===== config.mk =====
export PLATFORM = sky130hd
export DESIGN_NAME = virt_irq_arbiter
export DESIGN_NICKNAME = d
export VERILOG_FILES = /design/src/rtl/virt_irq_pkg.sv /design/src/rtl/pend_bank.sv /design/src/rtl/cls_qualify.sv /design/src/rtl/prio_pick.sv /design/src/rtl/wake_status.sv /design/src/rtl/virt_irq_arbiter.sv
export SDC_FILE = /design/constraint.sdc
export NUM_CORES = 1
export LEC_CHECK = 0
export BUFFER_PORTS_ARGS = -buffer_cell sky130_fd_sc_hd__buf_2
export CAP_MARGIN = 20
export CORE_MARGIN = 4
export CORE_UTILIZATION = 38
export CTS_CLUSTER_SIZE = 10
export DETAILED_ROUTE_END_ITERATION = 16
export PLACE_DENSITY = 0.85
export RECOVER_POWER = 100
export SETUP_SLACK_MARGIN = 0.5
export SYNTH_ARGS = -nofsm -noshare
export SYNTH_HDL_FRONTEND = slang
export SYNTH_SLANG_ARGS = --single-unit
export TNS_END_PERCENT = 5

===== constraint.sdc =====
create_clock -name clk_i -period 2.8 [get_ports clk_i]
set_input_delay 0.42 -clock clk_i [delete_from_list [all_inputs] [get_ports clk_i]]
set_output_delay 0.42 -clock clk_i [all_outputs]
set_load 0.01 [all_outputs]

===== src/rtl/virt_irq_pkg.sv =====
package virt_irq_pkg;
  localparam int NUM_CLS = 8;
  localparam int CLS_PIRQ = 0;
  localparam int CLS_VIRQ = 1;
  localparam int CLS_PFIQ = 2;
  localparam int CLS_VFIQ = 3;
  localparam int CLS_PABT = 4;
  localparam int CLS_VABT = 5;
  localparam int CLS_RST  = 6;
  localparam int CLS_SEV  = 7;

  localparam logic [NUM_CLS-1:0] LATCH_MASK = 8'b1101_1111;
  localparam logic [NUM_CLS-1:0] PHYS_MASK  = 8'b1101_0101;

  typedef struct packed {
    logic abt;
    logic irq;
    logic fiq;
  } trio_t;
endpackage


===== src/rtl/pend_bank.sv =====
module pend_bank
  import virt_irq_pkg::*;
#(
  parameter int N = NUM_CLS,
  parameter logic [N-1:0] HAS_LATCH = LATCH_MASK
) (
  input  logic         clk_i,
  input  logic         rst_ni,
  input  logic [N-1:0] set_i,
  input  logic [N-1:0] ack_i,
  output logic [N-1:0] pend_o
);
  for (genvar k = 0; k < N; k++) begin : g_cls
    if (HAS_LATCH[k]) begin : g_lat
      logic q;
      always_ff @(posedge clk_i or negedge rst_ni) begin
        if (!rst_ni)       q <= 1'b0;
        else if (set_i[k]) q <= 1'b1;
        else if (ack_i[k]) q <= 1'b0;
      end
      assign pend_o[k] = q;


      set_wins_chk: assert property (@(posedge clk_i) disable iff (!rst_ni)
        set_i[k] |=> pend_o[k]);

      ack_clear_chk: assert property (@(posedge clk_i) disable iff (!rst_ni)
        (ack_i[k] && !set_i[k]) |=> !pend_o[k]);
    end else begin : g_none
      assign pend_o[k] = 1'b0;
    end
  end
endmodule


===== src/rtl/cls_qualify.sv =====
module cls_qualify
  import virt_irq_pkg::*;
(
  input  logic [NUM_CLS-1:0] pend_i,
  input  trio_t              mask_i,
  input  trio_t              route_i,
  input  trio_t              hyp_req_i,
  input  logic               hyp_mode_i,
  input  logic               secure_i,
  output trio_t              vpend_o,
  output trio_t              routed_o,
  output logic [NUM_CLS-1:0] takeable_o
);
  logic virt_ok;
  assign virt_ok = !hyp_mode_i && !secure_i;

  assign vpend_o.irq = pend_i[CLS_VIRQ] | hyp_req_i.irq;
  assign vpend_o.fiq = pend_i[CLS_VFIQ] | hyp_req_i.fiq;
  assign vpend_o.abt = hyp_req_i.abt;

  assign routed_o.irq = route_i.irq & virt_ok;
  assign routed_o.fiq = route_i.fiq & virt_ok;
  assign routed_o.abt = route_i.abt & virt_ok;

  always_comb begin
    takeable_o           = '0;
    takeable_o[CLS_PIRQ] = pend_i[CLS_PIRQ] & !mask_i.irq;
    takeable_o[CLS_VIRQ] = vpend_o.irq & routed_o.irq & !mask_i.irq;
    takeable_o[CLS_PFIQ] = pend_i[CLS_PFIQ] & !mask_i.fiq;
    takeable_o[CLS_VFIQ] = vpend_o.fiq & routed_o.fiq & !mask_i.fiq;
    takeable_o[CLS_PABT] = pend_i[CLS_PABT] & !mask_i.abt;
    takeable_o[CLS_VABT] = vpend_o.abt & routed_o.abt & !mask_i.abt;
    takeable_o[CLS_RST]  = pend_i[CLS_RST];
    takeable_o[CLS_SEV]  = pend_i[CLS_SEV];
  end


  rst_unmasked_chk: assert final (!pend_i[CLS_RST] || takeable_o[CLS_RST]);
endmodule


===== src/rtl/prio_pick.sv =====
module prio_pick #(
  parameter int N = 8
) (
  input  logic [N-1:0] req_i,
  output logic [N-1:0] sel_o,
  output logic         any_o
);
  logic hit;
  always_comb begin
    sel_o = '0;
    hit   = 1'b0;
    for (int k = 0; k < N; k++) begin
      if (req_i[k] && !hit) begin
        sel_o[k] = 1'b1;
        hit      = 1'b1;
      end
    end
  end
  assign any_o = |req_i;


  sel_onehot_chk: assert final ($onehot0(sel_o) && ((sel_o != '0) == any_o));
endmodule


===== src/rtl/wake_status.sv =====
module wake_status
  import virt_irq_pkg::*;
#(
  parameter int STATUS_W = 32,
  parameter int A_POS    = 8,
  parameter int I_POS    = 7,
  parameter int F_POS    = 6
) (
  input  logic [NUM_CLS-1:0]  pend_i,
  input  trio_t               vpend_i,
  input  trio_t               routed_i,
  output logic                wake_o,
  output logic [STATUS_W-1:0] status_o
);
  logic phys_wake, virt_wake;

  assign phys_wake = |(pend_i & PHYS_MASK);
  assign virt_wake = (vpend_i.irq & routed_i.irq) |
                     (vpend_i.fiq & routed_i.fiq) |
                     (vpend_i.abt & routed_i.abt);
  assign wake_o = phys_wake | virt_wake;

  always_comb begin
    status_o        = '0;
    status_o[I_POS] = routed_i.irq ? vpend_i.irq : pend_i[CLS_PIRQ];
    status_o[F_POS] = routed_i.fiq ? vpend_i.fiq : pend_i[CLS_PFIQ];
    status_o[A_POS] = routed_i.abt ? vpend_i.abt : pend_i[CLS_PABT];
  end
endmodule


===== src/rtl/virt_irq_arbiter.sv =====
module virt_irq_arbiter
  import virt_irq_pkg::*;
#(
  parameter int STATUS_W = 32
) (
  input  logic                clk_i,
  input  logic                rst_ni,
  input  logic [NUM_CLS-1:0]  set_i,
  input  logic [NUM_CLS-1:0]  ack_i,
  input  logic                hyp_vi_i,
  input  logic                hyp_vf_i,
  input  logic                hyp_va_i,
  input  logic                mask_irq_i,
  input  logic                mask_fiq_i,
  input  logic                mask_abt_i,
  input  logic                route_irq_i,
  input  logic                route_fiq_i,
  input  logic                route_abt_i,
  input  logic                hyp_mode_i,
  input  logic                secure_i,
  output logic                take_o,
  output logic [NUM_CLS-1:0]  sel_o,
  output logic                wake_o,
  output logic [STATUS_W-1:0] status_o
);
  logic [NUM_CLS-1:0] pend, takeable;
  trio_t mask, route, hyp_req, vpend, routed;

  assign mask    = '{abt: mask_abt_i,  irq: mask_irq_i,  fiq: mask_fiq_i};
  assign route   = '{abt: route_abt_i, irq: route_irq_i, fiq: route_fiq_i};
  assign hyp_req = '{abt: hyp_va_i,    irq: hyp_vi_i,    fiq: hyp_vf_i};

  pend_bank #(.N(NUM_CLS), .HAS_LATCH(LATCH_MASK)) u_pend (
    .clk_i, .rst_ni, .set_i, .ack_i, .pend_o(pend)
  );

  cls_qualify u_qual (
    .pend_i(pend), .mask_i(mask), .route_i(route), .hyp_req_i(hyp_req),
    .hyp_mode_i, .secure_i, .vpend_o(vpend), .routed_o(routed),
    .takeable_o(takeable)
  );

  prio_pick #(.N(NUM_CLS)) u_prio (
    .req_i(takeable), .sel_o(sel_o), .any_o(take_o)
  );

  wake_status #(.STATUS_W(STATUS_W)) u_ws (
    .pend_i(pend), .vpend_i(vpend), .routed_i(routed),
    .wake_o(wake_o), .status_o(status_o)
  );


  virt_irq_gate_chk: assert property (@(posedge clk_i) disable iff (!rst_ni)
    sel_o[CLS_VIRQ] |-> (!hyp_mode_i && !secure_i && route_irq_i && !mask_irq_i));

  virt_abt_gate_chk: assert property (@(posedge clk_i) disable iff (!rst_ni)
    sel_o[CLS_VABT] |-> (!hyp_mode_i && !secure_i && route_abt_i && !mask_abt_i));

  take_wakes_chk: assert property (@(posedge clk_i) disable iff (!rst_ni)
    take_o |-> wake_o);

  masked_irq_chk: assert property (@(posedge clk_i) disable iff (!rst_ni)
    mask_irq_i |-> !(sel_o[CLS_PIRQ] || sel_o[CLS_VIRQ]));
endmodule


==> Word-level counts from Yosys, hierarchy flattened <==
Cells that the tools add are included.
{ "totals": {"ff_bits": 7, "inputBits": 29, "output_inout_bits": 42, "word_cells": 84} }
{ "op_classes": {"mux": 31, "bitwise": 17, "reduce_logical": 29} }
{ "op_table": {"columns": ["cell", "n"], "rows": [
  ["1-bit 2-to-1 mux", 31],
  ["2-bit nonzero test", 7],
  ["1-bit AND", 12],
  ["1-bit logical NOT", 12],
  ["1-bit logical AND", 8],
  ["8-bit OR reduction", 1],
  ["1-bit OR", 5],
  ["5-bit OR reduction", 1]
]} }

==> Depth between registers and ports, before layout <==
{ "logic_depth": {"word_depth": 25, "ltp_mapped": 3, "mapped_depth_nobuf": 3} }

==> Cells and area by module <==
Synthesis repeated with hierarchy kept, for this count alone.
{ "hier_totals": {"cells_unflattened": 97, "hier_area_um2": 808.3} }
{ "modules_own_cells": {"columns": ["mod", "n_inst", "cells_each", "area_per_inst_um2", "seq_area_each_um2"], "rows": [
  ["pend_bank", 1, 30, 317.8, 175.2],
  ["wake_status", 1, 40, 285.3, 0.0],
  ["cls_qualify", 1, 15, 106.4, 0.0],
  ["prio_pick", 1, 12, 98.8, 0.0]
]} }

==> Least setup slack after synthesis <==
Ideal clock, no wire load.
{ "synth_timing": {"path_type": "input to output", "start": "in secure_i", "end": "out sel_o[3]", "arrival_time_ns": 1.413, "t_required_ns": 2.380, "setup_slack_ns": 0.967, "cell_stages": 2, "path_buffers": 0, "path_cell_list": "or3b_2 > nor4_1"} }
{ "synth_via": {"elab_chain_cells": 13, "elab_cells_between_ends": 16, "cone_classes": "mux: 3; bitwise: 6; reduce/logical: 7"} }
{ "synth_rtl": {"columns": ["item", "line_no", "text"], "rows": [
  ["start, declared", "virt_irq_arbiter.sv:20", "input logic secure_i,"],
  ["1-bit logical NOT (*)", "cls_qualify.sv:15", "assign virt_ok = !hyp_mode_i && !secure_i;"],
  ["1-bit logical AND (*)", "cls_qualify.sv:15", null],
  ["1-bit AND", "cls_qualify.sv:21", "assign routed_o.irq = route_i.irq & virt_ok;"],
  ["1-bit AND (2 in series)", "cls_qualify.sv:28", "takeable_o[CLS_VIRQ] = vpend_o.irq & routed_o.irq & !mask_i.irq;"],
  ["1-bit logical AND", "prio_pick.sv:13", "if (req_i[k] && !hit) begin"],
  ["1-bit 2-to-1 mux", "prio_pick.sv:13", null],
  ["1-bit logical NOT", "prio_pick.sv:13", null],
  ["1-bit logical AND", "prio_pick.sv:13", null],
  ["1-bit 2-to-1 mux", "prio_pick.sv:13", null],
  ["1-bit logical NOT", "prio_pick.sv:13", null],
  ["1-bit logical AND (*)", "prio_pick.sv:13", null],
  ["1-bit 2-to-1 mux (*)", "prio_pick.sv:13", null],
  ["end, declared", "virt_irq_arbiter.sv:22", "output logic [NUM_CLS-1:0] sel_o,"]
]} }
Every way passes the cells marked *; elsewhere a longest branch is shown, timed or not.

==> Worst setup path in the final report <==
{ "layout_timing": {"start": "in secure_i", "end": "out take_o"} }
{ "layout_via": {"elab_chain_cells": 6, "elab_cells_between_ends": 12, "cone_classes": "bitwise: 9; reduce/logical: 3"} }
{ "layout_rtl": {"columns": ["item", "line_no", "text"], "rows": [
  ["1-bit logical NOT (*)", "cls_qualify.sv:15", null],
  ["1-bit logical AND (*)", "cls_qualify.sv:15", null],
  ["1-bit AND (on tied branches)", "cls_qualify.sv:21, cls_qualify.sv:22, cls_qualify.sv:23", null],
  ["1-bit AND (on tied branches) (2 in series)", "cls_qualify.sv:28, cls_qualify.sv:30, cls_qualify.sv:32", null],
  ["8-bit OR reduction (*)", "prio_pick.sv:19", "assign any_o = |req_i;"],
  ["end, declared", "virt_irq_arbiter.sv:21", "output logic take_o,"]
]} }
Marks and branches as above.

==> impl_metrics.ini <==
[critical_path]
ff2ff_setup_slack_ps = 2080
crit_type = primary input to primary output
critPathLaunchType = primary input
path_buf_inv = 2
crit_required_ps = 2380
worstPathArrival_ps = 1940
cp-end-kind = primary output
critical_path.cell_chain = buf_2 -> or3b_1 -> o32ai_1 -> or4b_1 -> clkbuf_1
crit_path_max_fanout = 5
max_stage_delay_ps = 590
slowest_stage = o32ai_1
critPathTopFamily = simple AND/OR/NAND/NOR gates

[pwr]
internal_power_uw = 198
p_sw_uw = 98.0
seqPwrFrac_pct = 39.2
p_comb_share_pct = 30.1
irDropWorstVdd_mv = 0.261
swShare_pct = 33.1
power_density_mw_per_mm2 = 350
leakage_uw = 0.000463
clock_power_share_pct = 30.7

[layout]
reg_top3 = u_pend.g_cls.g_lat.q: 7 flops
top_register = u_pend.g_cls.g_lat.q
nFillCells = 200
drive_above_1_share_pct = 25.8
num-nets-final = 162
area_delta_synth_final_pct = 15.6
largest_register_ffs = 7
diodes = 0

[synth]
ys_seq_area_share_pct = 23.9
syn-cell-area_um2 = 732
synth_most_common_cell = buf_4
ys_top_cells_by_count = buf_4 (29), a21o_1 (8), dfrtp_1 (7), inv_1 (7), nand2_1 (6)
yosysWarnings = 0
synth_area_leader_cell = buf_4
ys_top_cells_by_area = buf_4 (30%), dfrtp_1 (24%), a21o_1 (8.2%), o32ai_4 (3.8%), inv_1 (3.6%)
synth_top_area_share_pct = 29.7
netlist-cell-type-count = 23
synth_ff_type = dfrtp_1
avgSynthCellArea_um2 = 8.22
synth-seq-cells = 7
netlist_instances = 89
synth_edf_count = 0
synthArstFlopShare_pct = 100

[sta]
clock_skew_ps = 0
drv_slew = 0
worst_slew_pin_slew_ps = 608
grt_setup_unrepaired = false
max_freq_mhz = 424
setup_viol = 0
period_share_pct = 84.2
final.setup.tns_ps = 0
holdWs_ps = 337
min_period_ps = 2360
hold_viol = 0
slew_headroom_pct = 59.4

[detailed_routing]
drt_iter0_drc = 6
drc_errors = 0
top_layer = met4
wl_per_cell_um = 10.6
wl_met3_um = 243
met1_length_um = 651
routed-wl-met2_um = 754
routed_wl_um = 1670
vias = 662
avgViaCountPerCell = 4.22
dr.pass1.iters = 3
antenna_left = 0

[global_routing]
grt_pass1_wl_um = 2370
grt_start_max_net_pins = 8
antenna_found_initial = 0
overflow = 0
grt_use_total_pct = 12.0
grt_pass1_vias = 564

[hold_path]
hold_path.class = primary input to flip-flop

[die]
rows = 15
die_w_um = 51.9
start_util_pct = 41.1
pin_count = 71
die_h_um = 51.9
core_area_mm2 = 0.00178
die-area_mm2 = 0.00269

[clock_network]
numCtsBuffers = 3
clock-sinks = 7
clkTransAtPathRegs_ps = 50
root_buffer = clkbuf_4
insertion_delay_ps = 250
clockBufferDepth = 2
cts_resized = 0
cts_tree = done
h-tree-depth = 1

[place]
dp_hpwl_um = 1480
io_buffers = 39
gp_congestion = 0.718

[outcome]
outcome = completed

[run]
max_cap_viol_count = 0
==> final timing paths <==
path,start,endpoint,depth (start not counted)
min reg2reg,u_pend.g_cls[7].g_lat.q,u_pend.g_cls[7].g_lat.q,1
max reg2reg,u_pend.g_cls[0].g_lat.q,u_pend.g_cls[0].g_lat.q,1
min,ack_i[4],u_pend.g_cls[4].g_lat.q,2
max in group asynchronous,rst_ni,u_pend.g_cls[3].g_lat.q,2
min in group asynchronous,rst_ni,u_pend.g_cls[4].g_lat.q,2
max,secure_i,take_o,5
==> logic make-up after synthesis <==
kind of cell	count (synthesis)	synth area share, %
DFF	7	23.9
AOI/OAI and AO/OA	16	18.6
other	1	0.512
and+or+nand+nor	29	23.6
buffers and inverters	36	33.3
==> per-layer routing <==
layer | GRT usage [%] | vias to the layer above
li1 | - | 328
met1 | 13.8 | 281
met2 | 19.5 | 51
met3 | 2.01 | 2
met4 | 9.17 | 0
met5 | 0 | -
==> cells in the final DEF, fill, tap and decap left out, drive strengths merged, types with 3 or more instances in the layout <==
master,n
conb,29
buf,27
clkbuf,16
a21o,8
inv,7
dfrtp,7
nand2,6
nor2,5
nor3,4
nor4,4
o21ai,4
nand2b,3
==> final cells by class <==
cell class,count,area (um2),area share (%)
multi-input combinational,74,397,46.9
timing repair buffer,40,190,22.5
sequential,7,175,20.7
tap,25,31.3,3.70
clock buffer,4,26.3,3.11
inverter,7,26.3,3.11
==> per-stage QoR <==
stage	area, um2	power (uW)	utilization, %	instances	setup slack [ps]
after floorplan	837	202	-	117	967
after global placement	846	208	47.4	152	780
after detailed placement	846	211	47.4	152	727
after CTS	882	308	49.5	157	601
after global routing	846	318	47.4	157	323
final	846	296	47.4	157	443
==> power by group through the flow <==
stage	Combinational, uW	Sequential (uW)	Clock (uW)
after floorplan	86.6	115	0
after global placement	90.8	117	0
after detailed placement	93.1	118	0
after CTS	94.5	116	97.7
after global routing	99.6	117	101
final	89.1	116	90.9
==> timing repair <==
action | 4_1_cts | 5_1_grt
hold buffers | 1 | 0
buffers inserted | 0 | 0
hold endpoints to repair | 7 | 0
No activity file was read; power rests on OpenSTA's default activity.
